==> config.mk <==
export PLATFORM = sky130hd
export DESIGN_NAME = bitMod
export DESIGN_NICKNAME = d
export VERILOG_FILES = /design/src/rtl/bitModPkg.sv /design/src/rtl/bitModCtrl.sv /design/src/rtl/bitModPath.sv /design/src/rtl/bitMod.sv
export SDC_FILE = /design/constraint.sdc
export NUM_CORES = 1
export LEC_CHECK = 0
export BUFFER_PORTS_ARGS = -buffer_cell sky130_fd_sc_hd__clkbuf_2
export CORE_MARGIN = 1.5
export CORE_UTILIZATION = 55
export CTS_BUF_LIST = sky130_fd_sc_hd__clkbuf_16
export DETAILED_ROUTE_END_ITERATION = 10
export PLACE_DENSITY = 0.82
export SETUP_SLACK_MARGIN = 0.15
export SYNTH_ARGS = -nofsm -noshare
export SYNTH_HDL_FRONTEND = slang
export SYNTH_HIERARCHICAL = 1
export SYNTH_SLANG_ARGS = --single-unit
==> constraint.sdc <==
create_clock -name clk -period 2.88 [get_ports clk]
set_clock_uncertainty 0.2 [all_clocks]
set_input_delay 0.864 -clock clk [delete_from_list [all_inputs] [get_ports clk]]
set_output_delay 0.864 -clock clk [all_outputs]
set_load 0.01 [all_outputs]
==> src/rtl/bitModPkg.sv <==
package bitModPkg;
  localparam int COST_W = 5;

  typedef enum logic [1:0] {
    OP_TEST = 2'b00,
    OP_INV  = 2'b01,
    OP_CLR  = 2'b10,
    OP_SET  = 2'b11
  } bitOpE;

  typedef struct packed {
    logic              wide;
    logic              doInv;
    logic              doClr;
    logic              doSet;
    logic              wrBack;
    logic              ext;
    logic [COST_W-1:0] cost;
  } bitCtrlS;
endpackage

==> src/rtl/bitModCtrl.sv <==
module bitModCtrl
  import bitModPkg::*;
#(
  parameter int COST_IMM_REG = 10,
  parameter int COST_IMM_MEM = 8,
  parameter int COST_DR_REG  = 6,
  parameter int COST_DR_MEM  = 4
) (
  input  logic [1:0] opKind,
  input  logic       bitImm,
  input  logic       toReg,
  output bitCtrlS    ctrl
);
  bitOpE op;
  assign op = bitOpE'(opKind);

  always_comb begin
    ctrl        = '0;
    ctrl.wide   = toReg;
    ctrl.doInv  = (op == OP_INV);
    ctrl.doClr  = (op == OP_CLR);
    ctrl.doSet  = (op == OP_SET);
    ctrl.wrBack = (op != OP_TEST);
    ctrl.ext    = bitImm;
    unique case ({bitImm, toReg})
      2'b11:   ctrl.cost = COST_W'(COST_IMM_REG);
      2'b10:   ctrl.cost = COST_W'(COST_IMM_MEM);
      2'b01:   ctrl.cost = COST_W'(COST_DR_REG);
      default: ctrl.cost = COST_W'(COST_DR_MEM);
    endcase
  end
endmodule

==> src/rtl/bitModPath.sv <==
module bitModPath
  import bitModPkg::*;
#(
  parameter int DATA_W = 32,
  parameter int BYTE_W = 8
) (
  input  logic              clk,
  input  logic              rstN,
  input  logic              inValid,
  input  bitCtrlS           ctrl,
  input  logic [31:0]       bitNum,
  input  logic [DATA_W-1:0] operand,
  output logic              resValid,
  output logic              zFlag,
  output logic [DATA_W-1:0] resData,
  output logic              wrEn,
  output logic              extWord,
  output logic [COST_W-1:0] cycCost
);
  localparam int IDX_W  = $clog2(DATA_W);
  localparam int BIDX_W = $clog2(BYTE_W);

  logic [IDX_W-1:0]  bitIdx;
  logic [DATA_W-1:0] opnd;
  logic [DATA_W-1:0] bitMask;
  logic [DATA_W-1:0] newVal;
  logic              zNext;

  assign bitIdx = ctrl.wide ? bitNum[IDX_W-1:0]
                            : {{(IDX_W-BIDX_W){1'b0}}, bitNum[BIDX_W-1:0]};

  for (genvar g = 0; g < DATA_W; g++) begin : g_opnd
    if (g < BYTE_W) begin : g_low
      assign opnd[g] = operand[g];
    end else begin : g_high
      assign opnd[g] = operand[g] & ctrl.wide;
    end
  end

  assign bitMask = {{(DATA_W-1){1'b0}}, 1'b1} << bitIdx;
  assign zNext   = ((opnd & bitMask) == '0);

  always_comb begin
    newVal = opnd;
    if (ctrl.doInv) newVal = opnd ^ bitMask;
    if (ctrl.doClr) newVal = opnd & ~bitMask;
    if (ctrl.doSet) newVal = opnd | bitMask;
  end

  always_ff @(posedge clk) begin
    if (!rstN) begin
      resValid <= 1'b0;
      wrEn     <= 1'b0;
      zFlag    <= 1'b0;
      resData  <= '0;
      extWord  <= 1'b0;
      cycCost  <= '0;
    end else begin
      resValid <= inValid;
      wrEn     <= inValid & ctrl.wrBack;
      if (inValid) begin
        zFlag   <= zNext;
        resData <= newVal;
        extWord <= ctrl.ext;
        cycCost <= ctrl.cost;
      end
    end
  end
endmodule

==> src/rtl/bitMod.sv <==
module bitMod
  import bitModPkg::*;
#(
  parameter int DATA_W = 32,
  parameter int BYTE_W = 8
) (
  input  logic              clk,
  input  logic              rstN,
  input  logic              inValid,
  input  logic [1:0]        opKind,
  input  logic              bitImm,
  input  logic [31:0]       bitNum,
  input  logic [DATA_W-1:0] operand,
  input  logic              toReg,
  output logic              resValid,
  output logic              zFlag,
  output logic [DATA_W-1:0] resData,
  output logic              wrEn,
  output logic              extWord,
  output logic [4:0]        cycCost
);
  bitCtrlS ctrl;

  bitModCtrl u_ctrl (
    .opKind (opKind),
    .bitImm (bitImm),
    .toReg  (toReg),
    .ctrl   (ctrl)
  );

  bitModPath #(.DATA_W(DATA_W), .BYTE_W(BYTE_W)) u_path (
    .clk      (clk),
    .rstN     (rstN),
    .inValid  (inValid),
    .ctrl     (ctrl),
    .bitNum   (bitNum),
    .operand  (operand),
    .resValid (resValid),
    .zFlag    (zFlag),
    .resData  (resData),
    .wrEn     (wrEn),
    .extWord  (extWord),
    .cycCost  (cycCost)
  );
endmodule

==> Flow_metrics.wiki, run 1 <==
{| class="wikitable"
! Metric !! Value
|-
| Total of buffers placed on input and output ports || 84
|-
| Share of the core filled with cells || 64.7%
|-
| Largest incremental delay on the critical path || 0.31 ns
|-
| Maximum resistive drop on vdd || 213 uV
|-
| Maximum fanout count along the critical path || 15
|-
| Starting utilization of the core area || 56.1%
|-
| Data arrival, critical path || 2.61 ns
|-
| Top cell type by total area after synthesis || ha_1
|-
| Met1 Track Usage GR || 32.5%
|-
| Buffers & Inverters on Critical Path || 4
|-
| CTS clk-pin slew, worst paths || 0.07 ns
|-
| Grt met2 use || 51.3%
|-
| Number of levels in the clock H-tree || 2
|-
| Syn Std Cell Area || 4560 um2
|-
| Number of synthesized flops with an enable pin || 0
|-
| Height of the chip || 94.1 um
|-
| Post-detailed-routing wire length || 11900 um
|-
| Initial DRC Count || 195
|-
| Filler cells || 692
|-
| Core area || 8130 um2
|-
| Distinct cell type count after synthesis || 42
|-
| Total global routing overflow || 0
|-
| Proportion of layout cells with a drive suffix above 1 || 24.2%
|-
| Share of the clock period used by the worst path || 90.4%
|-
| Buffer levels on the longest clock path || 2
|-
| # Max-Cap Violations || 0
|-
| Kind of cell adding the most delay to the critical path || simple AND/OR/NAND/NOR gates
|-
| TritonCTS clock tree || built
|-
| Setup repair after global routing missed its margin || no
|-
| Met3 track demand over resource || 3.16%
|-
| Maximum clock frequency || 384 MHz
|-
| Post-synthesis area per instance || 8.14 um2
|-
| Period minus WS final || 2.60 ns
|-
| Classification of the worst-slack hold path || flop to flop
|-
| First-pass GRT wire length || 19600 um
|-
| Critical path class || input pin to flop
|-
| Drt via density || 5.80
|-
| Pins over their slew limit || 0
|-
| Layout net count || 794
|-
| Clock sinks || 41
|-
| Final-report hold violation count || 0
|-
| Maximum number of pins on one net before global-route repair || 74
|-
| Crit-path cells || clkbuf_2 > nor3_1 > buf_4 > nand2_1 > buf_4 > inv_1 > ha_1 > nor4_2 > nand4_1 > o31ai_1
|-
| Layout-stage area growth over the synthesis result || 15.4%
|-
| Area of the die || 8850 um2
|-
| Endpoint type of the worst setup path || flop
|-
| Most frequent cells after synthesis || 96 x ha_1, 71 x inv_1, 61 x nand2_1
|-
| Sum of negative setup slack || 0 ns
|-
| Remaining number of nets flagged by the antenna check after routing || 0
|-
| Count of yosys warnings during synthesis || 6
|-
| Clk Latency, worst-skew pair || 0.28 ns
|-
| Detailed-route DRC error count || 0
|-
| Setup-failing EPs final || 0
|-
| Data required time of the critical path || 2.88 ns
|-
| Ranking of synthesized cells by area || ha_1 26%, dfxtp_1 18%, inv_1 5.8%
|-
| Floorplan row count || 33
|-
| GRT Util Overall || 27.6%
|-
| I/O pin count || 112
|-
| Initial antenna violation count || 0
|-
| Estimated wirelength of the detail-placed design || 8640 um
|-
| Cell with the most instances after synthesis || ha_1
|-
| Synthesis-stage register bit count || 41
|-
| Crit start category || input pin
|-
| Via total after detailed routing || 4249
|-
| Number of antenna diodes || 0
|-
| Share of synthesized flip-flops with an asynchronous set or reset || 0%
|-
| # placed instances || 725
|-
| Via count of the first global-routing pass || 4188
|-
| Cell area power density || 341 nW/um2
|-
| Detailed-routing iteration count for the pre-antenna-repair pass || 4
|-
| Slowest cell on crit path || nor4_2
|-
| Post-synth top flop || dfxtp_1
|-
| Run status || completed
|-
| Root Buffer || clkbuf_16
|-
| Wirelength per Cell || 16.2 um
|-
| Most crowded layer after global routing || met2
|-
| Post-synth top area share || 26.3%
|-
| Total CTS buffers || 5
|-
| Post-CTS setup buffer count || 0
|-
| Cells after Synth || 560
|-
| Horizontal die dimension || 94.1 um
|-
| GP Congestion || 0.827
|-
| Max transition margin || 41.5%
|-
| Non-filler instance count after layout || 733
|-
| CP dominant cell by count || buf_4
|-
| Slew @ Worst Pin || 0.878 ns
|-
| Static leakage || 2.66 nW
|-
| Part of the Yosys area used for sequential elements || 18.0%
|}
## sequential cells by signal, summed over array words and instances (netlist names)
signal and cells:
u_path/cycCost 5, u_path/zFlag 1, u_path/resData 32, u_path/resValid 1
u_path/wrEn 1, u_path/extWord 1
## repair_timing
item | CTS | global route
resized for setup | 0 | 2
endpoints found under the setup margin | 0 | 2
hold buffers | 0 | 0
## through the flow
step | area [um2] | total power [mW] | setup slack (ns) | hold WS (ns)
3_5_place_dp | 5080 | 1.14 | -0.0237 | 0.288
4_1_cts | 5250 | 1.80 | 0.201 | 0.301
5_1_grt | 5260 | 1.89 | 0.202 | 0.318
2_1_floorplan | 4570 | 0.973 | 0.245 | 0.302
6_report | 5260 | 1.79 | 0.275 | 0.296
3_3_place_gp | 5080 | 1.12 | 0.0402 | 0.274
## final cells by class
cell class | count | area, um2 | share of cell area, %
Timing Repair Buffer | 108 | 638 | 12.1
Tap cell | 105 | 131 | 2.50
Sequential cell | 41 | 821 | 15.6
Multi-Input combinational cell | 400 | 3240 | 61.5
Inverter | 71 | 267 | 5.07
Clock buffer | 5 | 125 | 2.38
Clock inverter | 3 | 42.5 | 0.809
## worst min-delay path: cells and delay by family, from the launching register on
kind	cells	cell delay [ns]
DFF	1	0.31
and+or+nand+nor	1	0.07
AOI/OAI and AO/OA	1	0.06
## where the power goes
group          internal, mW  total [mW]  switching [mW]
Sequential            0.609       0.633          0.0232
Clock                 0.408       0.660           0.252
Combinational         0.214       0.502           0.288
Total                  1.23        1.79           0.563
## final timing paths
check | start | to | slack, ns | cells past startpoint
max reg2reg | u_path/resData[5]$_SDFFE_PN0P_ | u_path/resData[5]$_SDFFE_PN0P_ | 1.97 | 2
min | u_path/zFlag$_SDFFE_PN0P_ | u_path/zFlag$_SDFFE_PN0P_ | 0.30 | 2
max | bitNum[2] | u_path/zFlag$_SDFFE_PN0P_ | 0.28 | 10
min reg2reg | u_path/zFlag$_SDFFE_PN0P_ | u_path/zFlag$_SDFFE_PN0P_ | 0.30 | 2
## cells in the final DEF (no fill, tap or decap), drive strengths merged, types with 16 or more instances in the layout
master	instances
nand3b	27
nand2	61
a21oi	24
nand2b	16
dfxtp	41
buf	24
inv	72
o221a	24
nor2	24
o21ai	33
ha	96
clkbuf	89
a221oi	24
## cells by family after synthesis
kind of cell	Yosys count	synth area share (%)
and+or+nand+nor	165	19.0
DFF	41	18.0
muxes	14	3.29
buffers and inverters	120	11.6
adders and majority gates	96	26.3
AOI/OAI and AO/OA	123	21.7
other	1	0.0822
## per-layer routing
metal  wire (um)  vias to the layer above
met3         522                       21
li1            -                     2050
met4         233                        0
met2        6060                      137
met1        5040                     2041
met5           0                        -
Note: power is estimated with default switching activity, not from simulation.
==> run 2, diff against run 1 <==
- CELL_PAD_IN_SITES_DETAIL_PLACEMENT: unset -> 0
- CELL_PAD_IN_SITES_GLOBAL_PLACEMENT: unset -> 1
- CORE_UTILIZATION: 55 -> 40
- PLACE_DENSITY: 0.82 -> unset
- PLACE_DENSITY_LB_ADDON: unset -> 0.1
==> Flow_metrics.wiki, run 2 (synthesis gave the netlist of run 1 again) <==
{| class="wikitable"
! Metric !! Value
|-
| Height of the chip || 110 um
|-
| Number of levels in the clock H-tree || 2
|-
| Cell area power density || 342 nW/um2
|-
| Drt via density || 5.31
|-
| Setup repair after global routing missed its margin || no
|-
| Share of the clock period used by the worst path || 87.9%
|-
| Run status || completed
|-
| Post-detailed-routing wire length || 12200 um
|-
| Initial DRC Count || 187
|-
| Detailed-routing iteration count for the pre-antenna-repair pass || 4
|-
| Overall Power || 1.81 mW
|-
| Static leakage || 2.65 nW
|-
| Layout net count || 792
|-
| Register with the most flip-flops || u_path/resData
|-
| Critical path class || input pin to flop
|-
| Via total after detailed routing || 4065
|-
| Estimated wirelength of the detail-placed design || 8710 um
|-
| Maximum fanout count along the critical path || 15
|-
| # Max-Cap Violations || 0
|-
| Sum of negative setup slack || 0 ns
|-
| GRT Util Overall || 21.3%
|-
| Classification of the worst-slack hold path || flop to flop
|-
| Proportion of layout cells with a drive suffix above 1 || 23.6%
|-
| Slew @ Worst Pin || 0.568 ns
|-
| Data arrival, critical path || 2.53 ns
|-
| CTS clk-pin slew, worst paths || 0.07 ns
|-
| Via count of the first global-routing pass || 3899
|-
| Wirelength per Cell || 16.0 um
|-
| Period minus WS final || 2.53 ns
|-
| Maximum number of pins on one net before global-route repair || 74
|-
| Pins over their slew limit || 0
|-
| Layout-stage area growth over the synthesis result || 16.1%
|-
| Floorplan row count || 38
|-
| Post-CTS setup buffer count || 0
|-
| Number of antenna diodes || 0
|-
| Maximum clock frequency || 395 MHz
|-
| First-pass GRT wire length || 19800 um
|-
| Starting utilization of the core area || 41.5%
|-
| Detailed-route DRC error count || 0
|-
| Registers with the most flip-flops || u_path/resData x32, u_path/cycCost x5
|-
| Endpoint type of the worst setup path || flop
|-
| Area of the die || 12000 um2
|-
| Crit start category || input pin
|-
| Root Buffer || clkbuf_16
|-
| Top library cells by usage in the layout, fill and taps aside || 96 x ha_1, 84 x clkbuf_2, 71 x inv_1
|-
| Clock sinks || 41
|-
| Total global routing overflow || 0
|-
| Horizontal die dimension || 110 um
|-
| Clk Latency, worst-skew pair || 0.30 ns
|-
| Data required time of the critical path || 2.88 ns
|-
| Total of buffers placed on input and output ports || 84
|-
| Most frequent standard cell in the layout excluding fill and tap cells || ha_1
|-
| Final-report hold violation count || 0
|-
| Core area || 11000 um2
|-
| Initial antenna violation count || 0
|-
| Count of cells resized by post-cts repair || 0
|-
| Buffer levels on the longest clock path || 2
|-
| Max transition margin || 62.1%
|-
| Maximum resistive drop on vdd || 195 uV
|-
| Number of hold-repair buffers added at the cts stage || 0
|-
| GP Congestion || 0.838
|-
| TritonCTS clock tree || built
|-
| Remaining number of nets flagged by the antenna check after routing || 0
|-
| Flip-flop count of the largest register after layout || 32
|-
| Setup-failing EPs final || 0
|-
| Total CTS buffers || 5
|-
| I/O pin count || 112
|}
run 2: changes by cell type in the layout (fill, tap and decap cells not counted), sizes merged:
cell,delta
inv,-1
buf,-2
clkinvlp,+1
run 2: power breakdown:
part,internal (mW),switching (mW),total (mW),leakage [nW]
Clock,0.407,0.270,0.677,0.0775
Combinational,0.214,0.285,0.499,2.23
Sequential,0.609,0.0224,0.632,0.340
Total,1.23,0.578,1.81,2.65
run 2: per-stage QoR:
step                hold WS [ns]  instance area (um2)  util (%)  setup slack [ns]  instances
floorplan                  0.302                 4570         -             0.245        561
global placement           0.297                 5120      46.7            0.0406        758
detailed placement         0.311                 5120      46.7            0.0344        758
CTS                        0.320                 5290      48.2             0.358        766
global route               0.343                 5290      48.2             0.190        766
finish                     0.319                 5290      48.2             0.347        766
run 2: cell type report:
class	count	area, um2
clock buffer	5	125
clock inverter	3	41.3
fill	1124	5690
inverter	71	267
multi-input combinational	400	3230
sequential	41	821
tap	140	175
timing repair buffer	106	636
run 2: final timing paths:
kind                            cells past startpoint                              end                      startpoint  slack (ns)
worst max-delay path                                8  u_path/resData[28]$_SDFFE_PN0P_                       bitNum[0]        0.35
worst min-delay path                                2        u_path/zFlag$_SDFFE_PN0P_       u_path/zFlag$_SDFFE_PN0P_        0.32
worst max register to register                      1   u_path/resData[8]$_SDFFE_PN0P_  u_path/resData[8]$_SDFFE_PN0P_        1.97
worst min register to register                      2        u_path/zFlag$_SDFFE_PN0P_       u_path/zFlag$_SDFFE_PN0P_        0.32
run 2: critical path, stage by stage:
cell and delay, ns:
clkbuf_2 0.19, nor3b_1 0.32, buf_4 0.22, nand2_1 0.12, ha_1 0.32, a21oi_1 0.18, a221oi_2 0.08, o221a_1 0.24
run 2: metal layers:
layer | vias to the layer above | routed length (um) | track usage [%]
li1 | 2047 | - | -
met1 | 1928 | 5910 | 28.5
met2 | 82 | 5690 | 35.8
met3 | 8 | 521 | 2.96
met4 | 0 | 111 | 5.01
met5 | - | 0 | 0
